File: src/rtl/adc_sb_pkg.sv
package adc_sb_pkg;

    typedef enum logic [1:0] {
        ST_IDLE  = 2'd0,
        ST_READY = 2'd1,
        ST_STBY  = 2'd2,
        ST_WAKE  = 2'd3
    } rd_state_e;

    function automatic int unsigned max2(input int unsigned a, input int unsigned b);
        return (a > b) ? a : b;
    endfunction

endpackage

File: src/rtl/adc_sclk_sync.sv
module adc_sclk_sync #(
    parameter int STAGES = 2
) (
    input  logic clk,
    input  logic rst_n,
    input  logic sclk_in,
    output logic sclk_lvl,
    output logic sclk_rise,
    output logic sclk_fall
);
    typedef struct packed {
        logic [STAGES-1:0] chain;
        logic              prev;
    } sync_t;

    sync_t s_d, s_q;

    always_comb begin
        s_d       = s_q;
        s_d.chain = {s_q.chain[STAGES-2:0], sclk_in};
        s_d.prev  = s_q.chain[STAGES-1];
    end

    always_ff @(posedge clk) begin
        if (!rst_n) s_q <= '0;
        else        s_q <= s_d;
    end

    assign sclk_lvl  = s_q.chain[STAGES-1];
    assign sclk_rise = s_q.chain[STAGES-1] & ~s_q.prev;
    assign sclk_fall = ~s_q.chain[STAGES-1] & s_q.prev;
endmodule

File: src/rtl/adc_run_timer.sv
module adc_run_timer #(
    parameter int W = 8
) (
    input  logic         clk,
    input  logic         rst_n,
    input  logic         run,
    input  logic         clr,
    input  logic [W-1:0] limit,
    output logic         done
);
    logic [W-1:0] cnt_d, cnt_q;

    always_comb begin
        if (!run || clr) cnt_d = '0;
        else             cnt_d = cnt_q + W'(1);
    end

    always_ff @(posedge clk) begin
        if (!rst_n) cnt_q <= '0;
        else        cnt_q <= cnt_d;
    end

    assign done = run && !clr && (cnt_q == limit - W'(1));
endmodule

File: src/rtl/adc_standby_ctrl.sv
module adc_standby_ctrl
    import adc_sb_pkg::*;
#(
    parameter int DATA_W      = 24,
    parameter int ACT_FAST    = 61243,
    parameter int ACT_SLOW    = 491324,
    parameter int WAKE_FAST   = 258097,
    parameter int WAKE_SLOW   = 1974927,
    parameter int SYNC_STAGES = 2
) (
    input  logic              clk,
    input  logic              rst_n,
    input  logic              speed_sel,
    input  logic              sclk_in,
    input  logic [DATA_W-1:0] res_data,
    input  logic              res_vld,
    output logic              drdy_dout,
    output logic              standby_o,
    output logic              analog_en
);
    localparam int MAX_T = max2(max2(ACT_FAST, ACT_SLOW), max2(WAKE_FAST, WAKE_SLOW));
    localparam int CNT_W = $clog2(MAX_T + 1);
    localparam int BIT_W = $clog2(DATA_W + 1);

    typedef struct packed {
        rd_state_e         st;
        logic [DATA_W-1:0] shreg;
        logic [BIT_W-1:0]  nbits;
        logic              line;
        logic              pend_vld;
        logic [DATA_W-1:0] pend;
    } core_t;

    core_t c_d, c_q;

    logic sclk_lvl, sclk_rise, sclk_fall;
    logic hold_done, wake_done, hold_clr;
    logic [CNT_W-1:0] act_lim, wake_lim;

    adc_sclk_sync #(.STAGES(SYNC_STAGES)) u_sync (
        .clk      (clk),
        .rst_n    (rst_n),
        .sclk_in  (sclk_in),
        .sclk_lvl (sclk_lvl),
        .sclk_rise(sclk_rise),
        .sclk_fall(sclk_fall)
    );

    assign act_lim  = speed_sel ? CNT_W'(ACT_FAST)  : CNT_W'(ACT_SLOW);
    assign wake_lim = speed_sel ? CNT_W'(WAKE_FAST) : CNT_W'(WAKE_SLOW);
    assign hold_clr = res_vld;

    adc_run_timer #(.W(CNT_W)) u_hold (
        .clk  (clk),
        .rst_n(rst_n),
        .run  ((c_q.st == ST_READY) && sclk_lvl),
        .clr  (hold_clr),
        .limit(act_lim),
        .done (hold_done)
    );

    adc_run_timer #(.W(CNT_W)) u_wake (
        .clk  (clk),
        .rst_n(rst_n),
        .run  (c_q.st == ST_WAKE),
        .clr  (1'b0),
        .limit(wake_lim),
        .done (wake_done)
    );

    always_comb begin
        c_d = c_q;
        unique case (c_q.st)
            ST_IDLE: begin
                c_d.line = 1'b1;
                if (res_vld) begin
                    c_d.st    = ST_READY;
                    c_d.shreg = res_data;
                    c_d.nbits = '0;
                    c_d.line  = 1'b0;
                end
            end
            ST_READY: begin
                if (res_vld) begin
                    c_d.shreg = res_data;
                    c_d.nbits = '0;
                    c_d.line  = 1'b0;
                end else if (hold_done) begin
                    c_d.st   = ST_STBY;
                    c_d.line = 1'b1;
                end else if (sclk_rise && (c_q.nbits < BIT_W'(DATA_W))) begin
                    c_d.line  = c_q.shreg[DATA_W-1];
                    c_d.shreg = {c_q.shreg[DATA_W-2:0], 1'b0};
                    c_d.nbits = c_q.nbits + BIT_W'(1);
                end else if (sclk_fall && (c_q.nbits == BIT_W'(DATA_W))) begin
                    c_d.st   = ST_IDLE;
                    c_d.line = 1'b1;
                end
            end
            ST_STBY: begin
                c_d.line = 1'b1;
                if (!sclk_lvl) begin
                    c_d.st       = ST_WAKE;
                    c_d.pend_vld = 1'b0;
                end
            end
            ST_WAKE: begin
                c_d.line = 1'b1;
                if (res_vld) begin
                    c_d.pend     = res_data;
                    c_d.pend_vld = 1'b1;
                end
                if (wake_done) begin
                    if (res_vld || c_q.pend_vld) begin
                        c_d.st    = ST_READY;
                        c_d.shreg = res_vld ? res_data : c_q.pend;
                        c_d.nbits = '0;
                        c_d.line  = 1'b0;
                    end else begin
                        c_d.st = ST_IDLE;
                    end
                    c_d.pend_vld = 1'b0;
                end
            end
            default: c_d.st = ST_IDLE;
        endcase
    end

    always_ff @(posedge clk) begin
        if (!rst_n) begin
            c_q      <= '0;
            c_q.st   <= ST_IDLE;
            c_q.line <= 1'b1;
        end else begin
            c_q <= c_d;
        end
    end

    assign drdy_dout = c_q.line;
    assign standby_o = (c_q.st == ST_STBY);
    assign analog_en = (c_q.st != ST_STBY);
endmodule

File: config.mk
export PLATFORM = sky130hd
export DESIGN_NAME = adc_standby_ctrl
export DESIGN_NICKNAME = d
export VERILOG_FILES = /design/src/rtl/adc_sb_pkg.sv /design/src/rtl/adc_sclk_sync.sv /design/src/rtl/adc_run_timer.sv /design/src/rtl/adc_standby_ctrl.sv
export SDC_FILE = /design/constraint.sdc
export NUM_CORES = 1
export LEC_CHECK = 0
export CAP_MARGIN = 20
export CORE_ASPECT_RATIO = 0.9
export CORE_UTILIZATION = 51
export CTS_BUF_LIST = sky130_fd_sc_hd__clkbuf_2
export DETAILED_ROUTE_END_ITERATION = 7
export HOLD_SLACK_MARGIN = 0.15
export PLACE_DENSITY_LB_ADDON = 0.12
export SLEW_MARGIN = 40
export SYNTH_ARGS = -nofsm -noshare
export SYNTH_HDL_FRONTEND = slang
export SYNTH_HIERARCHICAL = 1
export SYNTH_SLANG_ARGS = --single-unit
File: constraint.sdc
create_clock -name clk -period 3.73 [get_ports clk]
set_input_delay 0.373 -clock clk [delete_from_list [all_inputs] [get_ports clk]]
set_output_delay 0.373 -clock clk [all_outputs]
set_load 0.005 [all_outputs]
After elaboration in Yosys (flattened, before gate mapping)
Cells that the tools add are included.

Input bits: 29. Register bits: 102. Output and inout bits: 3. Word-level logic and storage cells: 82.

$lt $le $gt $ge: 1. Multiplexer cells: 24. Add/subtract/negate cells: 5. Equal/unequal tests: 18. Bitwise operators: 5. Reduce and logical (&&, ||, !) cells: 19.

Operator list (number): 29-bit one-hot mux with 3 select lines (1); 30-bit 2-to-1 mux (2); 29-bit 2-to-1 mux (2); 21-bit by 1-bit adder with 21-bit output (second input constant) (2); 21-bit == test (2); 33-bit 2-to-1 mux (1); 32-bit 2-to-1 mux (1); 25-bit 2-to-1 mux (1); 24-bit 2-to-1 mux (1); 21-bit 2-to-1 mux (1); 21-bit by 1-bit subtractor with 21-bit output (second input constant) (1); 19-bit by 1-bit subtractor with 20-bit output (second input constant) (1); 19-bit 2-to-1 mux (1); 2-bit != test (second input constant) (6); 6-bit AND reduction (2); 2-bit 2-to-1 mux (5); 3-bit != test (second input constant) (3); 2-bit one-hot mux with 4 select lines (1); 1-bit logical AND (6); 3-bit by 2-bit != test with 1-bit output (second input constant) (2); 5-bit by 1-bit adder with 5-bit output (second input constant) (1); 5-bit == test (second input constant) (1); 5-bit less-than comparator (second input constant) (1); 1-bit 2-to-1 mux (5); 15 further kinds (22).

Longest topological paths before layout
Gate-level depths: netlist of run 1.

Depth after elaboration: 8. Gate-level depth with buffers: 17. Mapped depth without buffers: 13.

By module
Netlist of run 1, hierarchy kept.

By module, submodules not included: adc_run_timer (area each 1756.7 µm², seq. area each 420.4 µm², cells an instance 220, times used 2); adc_standby_ctrl (area each 3198.1 µm², seq. area each 1141.1 µm², cells an instance 406, times used 1); adc_sclk_sync (area each 91.3 µm², seq. area each 60.1 µm², cells an instance 8, times used 1).

Least setup slack after synthesis of run 1
No wires, ideal clock.

Path type: input-to-reg. Start point: input port speed_sel. End point: register c_q[40] (netlist name). Slack: 0.157 ns. Path buffers: 1. Stages: 13. Library setup time: 0.083 ns. Arrival time: 3.491 ns. Required time: 3.647 ns. Cells stage by stage: inv_1 > inv_1 > ha_1 > xor2_1 > nand4b_1 > nor4_1 > nand4_1 > nor4_2 > nand3_1 > nor3b_2 > buf_2 > a211oi_1 > o221ai_1.

Longest elaborated chain between the ends: 6. Elaborated cells on any way between the ends: 11. Those cells by class: add/sub (2); eq/ne (4); mux (2); reduce/logical (3).

RTL lines: start: declaration (RTL line adc_standby_ctrl.sv:13) `input logic speed_sel,`; 21-bit 2-to-1 mux (RTL line adc_standby_ctrl.sv:50) `assign wake_lim = speed_sel ? CNT_W'(WAKE_FAST) : CNT_W'(WAKE_SLOW);`; 21-bit by 1-bit subtractor with 21-bit output (RTL line adc_run_timer.sv:23) `assign done = run && !clr && (cnt_q == limit - W'(1));`; 21-bit == test (RTL line adc_run_timer.sv:23); 1-bit logical AND (RTL line adc_run_timer.sv:23); via wake_done (RTL line adc_standby_ctrl.sv:37) `logic hold_done, wake_done, hold_clr;`; 2-bit != test (no line); 6-bit AND reduction (no line); end: declaration (RTL line adc_standby_ctrl.sv:34) `core_t c_d, c_q;`.

The timed path passes the listed nets, and every way through them passes these cells. A chain may end at the register's enable or synchronous reset.

Worst setup path in the final report of run 1
Start point: input port speed_sel. End point: register c_q[30] (netlist name).

Longest elaborated chain between the ends: 6. Elaborated cells on any way between the ends: 11. Those cells by class: add/sub (2); eq/ne (4); mux (2); reduce/logical (3).

RTL lines: 19-bit 2-to-1 mux (RTL line adc_standby_ctrl.sv:49) `assign act_lim = speed_sel ? CNT_W'(ACT_FAST) : CNT_W'(ACT_SLOW);`; via act_lim[12] (RTL line adc_standby_ctrl.sv:38) `logic [CNT_W-1:0] act_lim, wake_lim;`; 19-bit by 1-bit subtractor with 20-bit output (RTL line adc_run_timer.sv:23); 21-bit == test (RTL line adc_run_timer.sv:23); 1-bit logical AND (RTL line adc_run_timer.sv:23); via hold_done (RTL line adc_standby_ctrl.sv:37); 3-bit != test (no line); 6-bit AND reduction (no line).

The timed path passes the listed nets, and every way through them passes these cells.

==> flow_metrics.env, run 1 <==
export IMPL_grt_total_usage=0.242
export IMPL_async_reset_ff_frac=0
export IMPL_hold_viol=0
export IMPL_vias_per_cell=5.63
export IMPL_wl_per_cell_um=14.6
export IMPL_final_fill_count=1193
export IMPL_netlist_area_leader_share=0.300
export IMPL_initial_utilization=0.530
export IMPL_worst_slew_pin_slew_ns=0.667
export IMPL_cts_tree="done"
export IMPL_area_growth_pct=12.5
export IMPL_ys_seq_elements=102
export IMPL_synth_top_area_cell="dfxtp_1"
export IMPL_p_per_area_nw_per_um2=269
export IMPL_dieWidth_um=124
export IMPL_clkTransAtPathRegs_ns=0.29
export IMPL_period_share=0.805
export IMPL_busiest_layer="met2"
export IMPL_final_nets=962
export IMPL_hpwl_mm=11.1
export IMPL_tns_ns=0
export IMPL_synth_cells=854
export IMPL_hp_class="primary input to flop"
export IMPL_met3_usage=0.0492
export IMPL_regToRegSetupSlack_ns=0.86
export IMPL_clock_fmax_ghz=0.333
export IMPL_wirelength_mm=16.0
export IMPL_cap_violations=0
export IMPL_crit_type="primary input to flop"
export IMPL_synth_edf_count=0
export IMPL_setup_slack_ns=0.729
export IMPL_met1_usage=0.329
export IMPL_drive_gt1_frac=0.0967
export IMPL_fin_crit_ns=3.00
export IMPL_cts_sinks=102
export IMPL_rsz0062_at_grt="false"
export IMPL_cp_common_cell="buf_4"
export IMPL_synth_distinct_cells=68
export IMPL_ant_nets=0
export IMPL_drt_iter0_markers=447
export IMPL_root_buffer="clkbuf_2"
export IMPL_firstDrtPassIters=5
export IMPL_antenna_cells=0
export IMPL_rows=39
export IMPL_gp_congestion=0.917
export IMPL_io_buffers=31
export IMPL_crit_chain="clkdlybuf4s50_1 > inv_2 > buf_4 > xor2_1 > nor2_1 > a211oi_1 > nor4_1 > nand4_1 > nor4_2 > nor2b_1 > o21bai_1 > buf_4 > a21oi_1 > a22o_1"
export IMPL_worstSkewPairLatency_ns=0.63
export IMPL_cp_start_kind="primary input"
export IMPL_worst_setup_path_end_kind="flop"
export IMPL_dieArea_um2=13800
export IMPL_met2_usage=0.389
export IMPL_outcome="complete, no violations"
export IMPL_yosysSeqAreaShare=0.300
export IMPL_slew_viol_final=0
export IMPL_power_leakage_nw=2.70
export IMPL_cts_resized_gates=0
export IMPL_io_pin_count=32
export IMPL_cpPeakStageDelay_ns=0.65
export IMPL_syn_area_um2=6800
export IMPL_syn_avg_cell_area_um2=7.97
export IMPL_vias=6161
export IMPL_core_area_um2=12800
export IMPL_die_h_um=112
export IMPL_skew_ns=0.0333
export IMPL_timing_critical_path_slowest_stage_cell="clkdlybuf4s50_1"
export IMPL_grt_max_degree=60
export IMPL_grt_ovfl_total=0
export IMPL_maxSlewHeadroom=0.554
export IMPL_synth_area_top_cells="dfxtp_1 (30%), nand2_1 (7.2%), xor2_1 (6.4%)"
export IMPL_grt_pass1_wl_mm=27.0
export IMPL_setup_violations=0
export IMPL_ir_drop_mv=0.190
export IMPL_antenna_found_initial=0
export IMPL_drc_errors=0
export IMPL_synth_ff_type="dfxtp_1"
export IMPL_cts_max_level=3
export IMPL_cp_max_fo=21
export IMPL_yosysWarnings=6
export IMPL_clk_path_buf_depth=2
export IMPL_cts_buffers=9
export IMPL_cp_arrival_ns=3.56
export IMPL_grt_pass1_vias=5695
export IMPL_place_ws_ns=0.0494
export IMPL_cp_data_required_time_ns=4.29
[final timing paths]
| kind | endpoint | startpoint | cells after the start |
|---|---|---|---|
| worst max register to register | c_q[30] | c_q[55] | 11 |
| worst min register to register | u_sync/sclk_lvl | u_sync/s_d[2] | 1 |
| worst max-delay path | c_q[30] | speed_sel | 14 |
| worst min-delay path | c_q[21] | res_data[21] | 3 |
[sequential cells by signal (all words and copies together), names as in the netlist, named ones only]
| register | flops |
|---|---|
| c_q | 55 |
| u_sync/s_q | 1 |
| u_wake/cnt_q | 21 |
| u_sync/s_d | 1 |
| u_sync/sclk_lvl | 1 |
| u_hold/cnt_q | 21 |
| drdy_dout | 1 |
[synth_stat cells (8+ instances only)]
cell and n:
nand3_1 44, o221ai_2 20, nor4_1 12, nor3_1 17, nor2_1 63, dfxtp_1 102
o21ai_0 14, buf_2 18, nor3b_1 25, clkbuf_1 30, xor2_1 50, and3_1 11
a21oi_1 68, or3_1 8, nand4_1 21, xnor2_1 42, nand2_1 131, inv_1 23
and2_1 8, a211oi_1 25
[timing repair]
action / CTS / global route
endpoints found under the hold margin: 1 / 0
setup buffers: 0 / 0
hold buffers: 1 / 0
[cell usage in the layout, fill, tap and decap left out, types with 9 or more instances in the layout]
master | netlist | routed
a211oi_1 | 25 | 25
a21oi_1 | 68 | 68
and3_1 | 11 | 11
buf_4 | 2 | 16
clkbuf_2 | 0 | 9
clkdlybuf4s50_1 | 0 | 30
conb_1 | 2 | 68
dfxtp_1 | 102 | 101
inv_1 | 23 | 22
nand2_1 | 131 | 130
nand3_1 | 44 | 44
nand4_1 | 21 | 21
nor2_1 | 63 | 63
nor3_1 | 17 | 17
nor3b_1 | 25 | 25
nor4_1 | 12 | 12
o21ai_0 | 14 | 14
o221ai_2 | 20 | 20
xnor2_1 | 42 | 42
xor2_1 | 50 | 50
[critical path, delay by kind of cell]
family                    cells  cell delay [ns]
and+or+nand+nor               5             1.11
xor gates and xnor gates      1             0.19
AOI/OAI and AO/OA             4             0.73
buffers and inverters         4             1.15
[through the flow]
stage | hold WS [ns] | utilization | power, mW | cells | area (µm²)
2_1_floorplan | 0.412 | - | 1.37 | 920 | 7050
3_3_place_gp | 0.424 | 0.584 | 1.45 | 1077 | 7490
3_5_place_dp | 0.434 | 0.584 | 1.46 | 1077 | 7490
4_1_cts | 0.220 | 0.595 | 2.07 | 1093 | 7630
5_1_grt | 0.179 | 0.596 | 2.17 | 1095 | 7650
6_report | 0.266 | 0.596 | 2.06 | 1095 | 7650
[cells by family after synthesis]
group	Yosys count	share of synthesized area
buf+inv	83	0.0579
xor+xnor	92	0.118
flops	102	0.300
mux	9	0.0136
compound gates	173	0.189
simple gates	387	0.309
other cells	2	0.00110
fa+ha+maj	6	0.0110
[final cells by class]
class	count	area, µm²	area share
flip-flops and latches	102	2040	0.267
clock inverters	6	86.3	0.0113
repair buffers	55	567	0.0741
inverters	24	90.1	0.0118
multi-input cells	735	4620	0.603
clock buffers	9	45.0	0.00589
well taps	164	205	0.0268
[where the power goes]
| group | internal, mW | leakage [nW] | switching (mW) |
|---|---|---|---|
| combinational | 0.136 | 1.79 | 0.185 |
| clock | 0.218 | 0.0781 | 0.390 |
| sequential | 1.11 | 0.826 | 0.0153 |
[metal layers]
metal,vias up,share of wire
met2,137,0.46
met5,-,0
met1,2892,0.48
met3,17,0.047
li1,3115,-
met4,0,0.012
Note: power is estimated with default switching activity, not from simulation.
==> inputs of run 2 (changes only) <==
clock period = 2.61 ns   (was 3.73 ns; I/O delays follow)
==> run 2 against run 1 <==
  * Die area did not move
  * Register-to-register slack lost 0.86 ns
  * First-iteration DRC count up 24%
  * Non-clock buffer count rose by 66
  * Critical path depth fell by 1
  * Clock power rose by 17%
  * Global-route usage rose by 2.1 points
  * Clock-buffer cell count is the same
  * Total power up 40%
  * Final area grew 11%
==> flow_metrics.env, run 2 (synthesis results as in run 1) <==
export IMPL_regArea_um2=2050
export IMPL_setup_violations=0
export IMPL_ant_nets=0
export IMPL_pwr_share_clk=0.246
export IMPL_final_util=0.659
export IMPL_multi_input_area_um2=4860
export IMPL_intPower_mw=1.97
export IMPL_io_buffers=31
export IMPL_dp_cells=1116
export IMPL_antenna_found_initial=0
export IMPL_wl_per_cell_um=15.8
export IMPL_core_area_um2=12800
export IMPL_cp_data_required_time_ns=3.18
export IMPL_instances_no_fill=1165
export IMPL_gp_congestion=0.861
export IMPL_crit_type="flop to flop"
export IMPL_drt_iter0_markers=556
export IMPL_vias=6648
export IMPL_area_growth_pct=24.4
export IMPL_hold_viol=0
export IMPL_p_per_area_nw_per_um2=341
export IMPL_top_register="c_q"
export IMPL_root_buffer="clkbuf_2"
export IMPL_p_seq_frac=0.558
export IMPL_reg_largest_list="c_q (55), u_hold/cnt_q (21), u_wake/cnt_q (21)"
export IMPL_dieWidth_um=124
export IMPL_cp_arrival_ns=3.17
export IMPL_drive_gt1_frac=0.176
export IMPL_cts_tree="done"
export IMPL_vias_per_cell=5.71
export IMPL_worstSkewPairLatency_ns=0.64
export IMPL_skew_ns=0.0464
export IMPL_final_nets=1031
export IMPL_hpwl_mm=12.0
export IMPL_netSwitchingFraction=0.317
export IMPL_final_fill_count=1059
export IMPL_grt_pass1_wl_mm=29.2
export IMPL_die_h_um=112
export IMPL_outcome="complete, no violations"
export IMPL_min_to="c_q[19]"
export IMPL_rsz0062_at_grt="true"
export IMPL_initial_utilization=0.530
export IMPL_clock_fmax_ghz=0.384
export IMPL_largest_reg_flops=55
export IMPL_power_leakage_nw=3.07
export IMPL_cts_buffers=9
export IMPL_r2r_start="u_wake/cnt_q[10]"
export IMPL_cap_violations=0
export IMPL_final_common_cell="nand2_1"
export IMPL_tns_ns=0
export IMPL_regToRegSetupSlack_ns=0.003
export IMPL_firstDrtPassIters=5
export IMPL_slew_viol_final=0
export IMPL_clk_path_buf_depth=2
export IMPL_period_share=0.999
export IMPL_grt_max_degree=42
export IMPL_grt_total_usage=0.263
export IMPL_holdPathStages=3
export IMPL_grt_pass1_vias=6237
export IMPL_cp_start_kind="flop"
export IMPL_cpPeakStageDelay_ns=0.39
export IMPL_comb_power_share=0.196
export IMPL_dieArea_um2=13800
export IMPL_fin_crit_ns=2.61
export IMPL_rows=39
export IMPL_worst_setup_path_end_kind="flop"
export IMPL_hp_class="primary input to flop"
export IMPL_cts_max_level=3
export IMPL_grt_ovfl_total=0
export IMPL_min_from="res_data[19]"
export IMPL_drc_errors=0
export IMPL_timing_critical_path_slowest_stage_cell="dfxtp_1"
export IMPL_io_pin_count=32
export IMPL_crit_buf_inv=3
export IMPL_r2r_cells=13
export IMPL_ir_drop_mv=0.372
export IMPL_crit_chain="xor2_1 > buf_4 > o21ai_0 > nand3_1 > nor4_1 > nand4_1 > nor4_4 > nand3_2 > nor3b_4 > buf_12 > clkbuf_16 > a211oi_1 > o221ai_2"
export IMPL_antenna_cells=0
export IMPL_critPathTopFamily="simple AND/OR/NAND/NOR gates"
export IMPL_mostFrequentLayoutCells="nand2_1 (130), dfxtp_1 (96), conb_1 (68)"
export IMPL_cts_sinks=102
export IMPL_r2r_end="c_q[52]"
export IMPL_wirelength_mm=18.5
export IMPL_switchingPower_uw=917
export IMPL_cp_max_fo=6
export IMPL_maxSlewHeadroom=0.490
export IMPL_clkTransAtPathRegs_ns=0.28
export IMPL_worst_slew_pin_slew_ns=0.762
run 2: cell type report:
cell class              instances  area share
inverters                      24      0.0111
well taps                     164      0.0242
clock inverters                 7     0.00577
repair buffers                121       0.138
multi-input cells             738       0.574
clock buffers                   9     0.00532
flip-flops and latches        102       0.242
run 2: power groups by stage:
| stage | Sequential (mW) | Combinational [mW] | Clock (mW) |
|---|---|---|---|
| floorplan | 1.63 | 0.327 | 0 |
| global placement | 1.64 | 0.465 | 0 |
| detailed placement | 1.64 | 0.479 | 0 |
| CTS | 1.61 | 0.513 | 0.739 |
| global route | 1.62 | 0.610 | 0.787 |
| finish | 1.61 | 0.565 | 0.712 |
run 2: layer usage:
| layer | vias up | wire length [µm] | global-route usage |
|---|---|---|---|
| li1 | 3256 | - | - |
| met1 | 3190 | 8500 | 0.343 |
| met2 | 180 | 8710 | 0.433 |
| met3 | 22 | 981 | 0.0502 |
| met4 | 0 | 260 | 0.0819 |
| met5 | - | 0 | 0 |
run 2: how the worst max path moves through the flow:
stage / start / to / slack, ns / depth (start not counted)
global route: u_wake/cnt_q[15] / c_q[39] / -0.10 / 10
detailed placement: speed_sel / c_q[40] / -0.92 / 15
CTS: u_wake/cnt_q[15] / c_q[43] / -0.005 / 10
finish: u_wake/cnt_q[10] / c_q[52] / 0.003 / 13
floorplan: speed_sel / c_q[40] / -0.36 / 11
global placement: speed_sel / c_q[40] / -0.71 / 13
run 2: timing repair:
| action | in CTS | in global routing |
|---|---|---|
| endpoints found under the hold margin | 25 | 1 |
| hold buffers | 18 | 1 |
| setup buffers | 2 | 4 |
| cloned | 2 | 5 |
| pin swaps | 7 | 17 |
| setup endpoints to repair | 27 | 28 |
| gates resized for setup | 7 | 38 |
run 2: tightest hold or removal path: stages:
cell and delay (ns):
clkdlybuf4s50_1 0.43, nand2_1 0.07, a21oi_1 0.05
run 2: through the flow:
step | instance area [µm²] | worst slack [ns] | hold slack [ns] | total power, mW
floorplan | 7130 | -0.363 | 0.383 | 1.96
global route | 8460 | -0.102 | 0.156 | 3.02
finish | 8460 | 0.00273 | 0.207 | 2.89
global placement | 7810 | -0.712 | 0.420 | 2.10
CTS | 8150 | -0.00518 | 0.152 | 2.86
detailed placement | 7810 | -0.919 | 0.421 | 2.12
==> inputs of run 3 (changes only) <==
CAP_MARGIN = unset   (was 20)
==> results of run 3 <==
The final DEF is identical to that of run 2; final timing and power are the same.
